## config.mk

```make
export PLATFORM = sky130hd
export DESIGN_NAME = mwv_compare
export DESIGN_NICKNAME = d
export VERILOG_FILES = /design/src/rtl/mwv_compare.sv
export SDC_FILE = /design/constraint.sdc
export NUM_CORES = 1
export LEC_CHECK = 0
export BUFFER_PORTS_ARGS = -buffer_cell sky130_fd_sc_hd__buf_2
export CAP_MARGIN = 20
export CORE_AREA = 2 2 60 62
export DETAILED_ROUTE_END_ITERATION = 8
export DIE_AREA = 0 0 62 64
export PLACE_DENSITY = 0.79
export RECOVER_POWER = 50
export SETUP_SLACK_MARGIN = 0.15
export SLEW_MARGIN = 15
export SYNTH_ARGS = -nofsm -noshare
export SYNTH_HDL_FRONTEND = slang
export SYNTH_SLANG_ARGS = --single-unit
```

## constraint.sdc

```tcl
create_clock -name vclk -period 4.15
set_input_delay 0.415 -clock vclk [all_inputs]
set_output_delay 0.415 -clock vclk [all_outputs]
set_load 0.03 [all_outputs]
```

## src/rtl/mwv_compare.sv

```systemverilog
module mwv_compare #(
  parameter int RB    = 4,
  parameter int IDX_W = (RB > 1) ? $clog2(RB) : 1
) (
  input  logic [7:0]      seed_i,
  input  logic [8*RB-1:0] data_i,
  output logic            mis_o,
  output logic [IDX_W-1:0] idx_o,
  output logic [7:0]      exp_o,
  output logic [7:0]      obs_o
);
  logic [7:0]    exp_b [RB];
  logic [7:0]    obs_b [RB];
  logic [RB-1:0] bad;

  for (genvar g = 0; g < RB; g++) begin : g_byte
    assign exp_b[g] = seed_i + 8'(g);
    assign obs_b[g] = data_i[8*g +: 8];
    assign bad[g]   = exp_b[g] != obs_b[g];
  end

  // lowest failing index wins
  always_comb begin
    idx_o = '0;
    exp_o = exp_b[0];
    obs_o = obs_b[0];
    for (int i = RB - 1; i >= 0; i--) begin
      if (bad[i]) begin
        idx_o = IDX_W'(i);
        exp_o = exp_b[i];
        obs_o = obs_b[i];
      end
    end
  end

  assign mis_o = |bad;

  always_comb begin
    if (mis_o) begin
      AST_MIS_BYTE_DIFFERS: assert (exp_o != obs_o);
    end
  end
endmodule

```

==> flow_summary.yaml <==
run_status:
  status: "finished, final reports clean"
power:
  vdd_ir_drop_max_mv: 0.0424
  p_per_area_mw_per_mm2: 94.9
  p_leak_nw: 0.771
detailed_routing:
  route.detailed.drc: 0
  drtIter0Drc: 171
  dr.pass1.iters: 5
  num_vias: 1937
  via_per_inst: 5.91
  drt-total-wl_um: 5120
  postRouteAntennaNets: 0
  wl_per_cell_um: 15.6
critical_path:
  crit_top_cell: "buf_2"
  crit_buf_inv: 2
  critPathLaunchType: "input port"
  end_kind: "output pin"
  path_cells: "buf_2, ha_1, nand4_1, xnor2_1, a2111oi_2, nand4_2, or2_0, o221a_1, a211o_1, buf_2"
  cp_data_required_time_ns: 3.73
  cp_max_fo: 15
  worstSetupPathType: "in -> out"
  worst-endpoint-arrival_ns: 3.24
  path_delay_family: "compound AO/OA/AOI/OAI gates"
  critical-path-max-stage-delay_ns: 0.52
  cp_slowest_cell: "or2_0"
global_route:
  antenna_found_initial: 0
  grt_max_degree: 26
  grt-ovfl-total: 0
  grt_util_all_layers_pct: 26.1
  grt_first_pass_wirelength_um: 8120
  first_global_vias: 1740
synth:
  synth.mux.area_fraction_pct: 5.59
  synthCells: 238
  synthDistinctLibCells: 52
  synthTopCellsByArea: "xnor2_1 (12%), xor2_1 (8.7%), nand3_1 (6.5%), mux2i_1 (5.6%), nand2_1 (5.1%)"
  yosys.area.top_type: "xnor2_1"
  synthSimpleGateAreaFrac_pct: 34.2
  syn_nets: 283
  synth_top_cell_area_share_pct: 12.0
  yosysWarnings: 0
  synth_area_mm2: 0.00161
  synth_compound_area_share_pct: 27.8
  ys_top_cells_by_count: "nand2_1 (22), xnor2_1 (22), nand3_1 (21)"
  synth_top_family_by_area: "simple AND/OR/NAND/NOR gates"
  synth_xor_area_share_pct: 20.7
  synth_fa_ha_area_share_pct: 3.88
  syn_area_per_cell_um2: 6.77
  synth-seq-area-share_pct: 0
cts:
  cts_hold_buf: 0
  ctsResizeCount: 0
  postCtsSetupRepairBufs: 0
final_layout:
  fin_cells: 328
  syn_to_final_growth_pct: 17.4
  multi_input_area_mm2: 0.00148
  nets: 329
  fillers: 331
  final_layout_size_suffix_gt1_share_pct: 24.1
  clkbuf_count: 0
  seq_cells: 0
  antenna_cells: 0
  fin_util_pct: 57.6
  seq_area_um2: 0
floorplanning:
  coreArea_mm2: 0.00328
  die_h_um: 64
  die_w_um: 62
  row_count: 21
  die_area_mm2: 0.00397
  design.portCount: 59
  start_util_pct: 49.1
sta:
  rsz0062_at_grt: "no"
  tns_ns: 0
  hold_viol: 0
  min_period_over_period_pct: 88.1
  final-setup-viol-count: 0
  fin_crit_ns: 3.65
  tightest_slew_ns: 0.899
  maxSlewViolCount: 0
  fmax_mhz: 274
  maxSlewHeadroom_pct: 40.1
  setup_slack_ns: 0.495
  hold_slack_ns: 1.21
placement:
  dp.cells: 328
  portBuffers: 59
  dp_hpwl_um: 3880
  place_congestion: 0.932
  place_ws_ns: 0.718
worst_hold_path:
  hold_class: "in -> out"
flow_run:
  maxCapViolations: 0
-- through the flow --
| stage | power [mW] | cell area (um2) |
|---|---|---|
| 3_5_place_dp | 0.178 | 1900 |
| 3_3_place_gp | 0.176 | 1900 |
| 6_report | 0.180 | 1890 |
| 5_1_grt | 0.195 | 1890 |
| 4_1_cts | 0.179 | 1900 |
| 2_1_floorplan | 0.124 | 1610 |
-- cells in the final DEF (no fill, tap or decap), types with 5 or more instances in the layout --
cell type,synthesis,routed
xnor2_1,22,22
nand3_1,21,21
a21oi_1,5,5
o21ai_0,5,6
nor3_1,5,5
nor2_1,18,18
ha_1,5,5
mux2i_1,9,9
a211o_1,9,9
nand2_1,22,22
buf_4,2,5
xor2_1,16,16
nor4_1,6,6
buf_2,6,55
inv_1,6,6
-- metal layers --
metal / track usage (%) / part of all wire [%] / routed length [um] / vias up
met3: 1.62 / 8.5 / 437 / 7
met1: 37.7 / 44 / 2250 / 875
met5: 0 / 0 / 0 / -
li1: - / - / - / 957
met4: 5.05 / 0.94 / 48 / 0
met2: 41.9 / 47 / 2390 / 98
-- cell families after synthesis --
family	count (synthesis)
simple gates	104
compound gates	56
xor+xnor	38
buf+inv	26
mux	9
fa+ha+maj	5
-- final timing paths --
check | startpoint | to | slack (ns) | depth (start not counted)
setup / recovery | seed_i[2] | exp_o[5] | 0.50 | 10
hold / removal | data_i[4] | obs_o[4] | 1.21 | 4
-- power breakdown --
| group | leakage, nW | switching [mW] | internal, mW | total, mW |
|---|---|---|---|---|
| registers | 0 | 0 | 0 | 0 |
| logic | 0.771 | 0.109 | 0.0703 | 0.180 |
| clock network | 0 | 0 | 0 | 0 |
| total | 0.771 | 0.109 | 0.0703 | 0.180 |
-- tightest hold or removal path: stages --
cell and delay [ns]:
buf_2 0.10, nand2_1 0.05, nand3_1 0.05, buf_2 0.18
-- area by class of cell --
type | instances | area share, %
Tap cell | 46 | 3.04
Inverter | 6 | 1.19
Multi-Input combinational cell | 212 | 78.4
Timing Repair Buffer | 64 | 17.3
(Power assumes the default switching activity.)
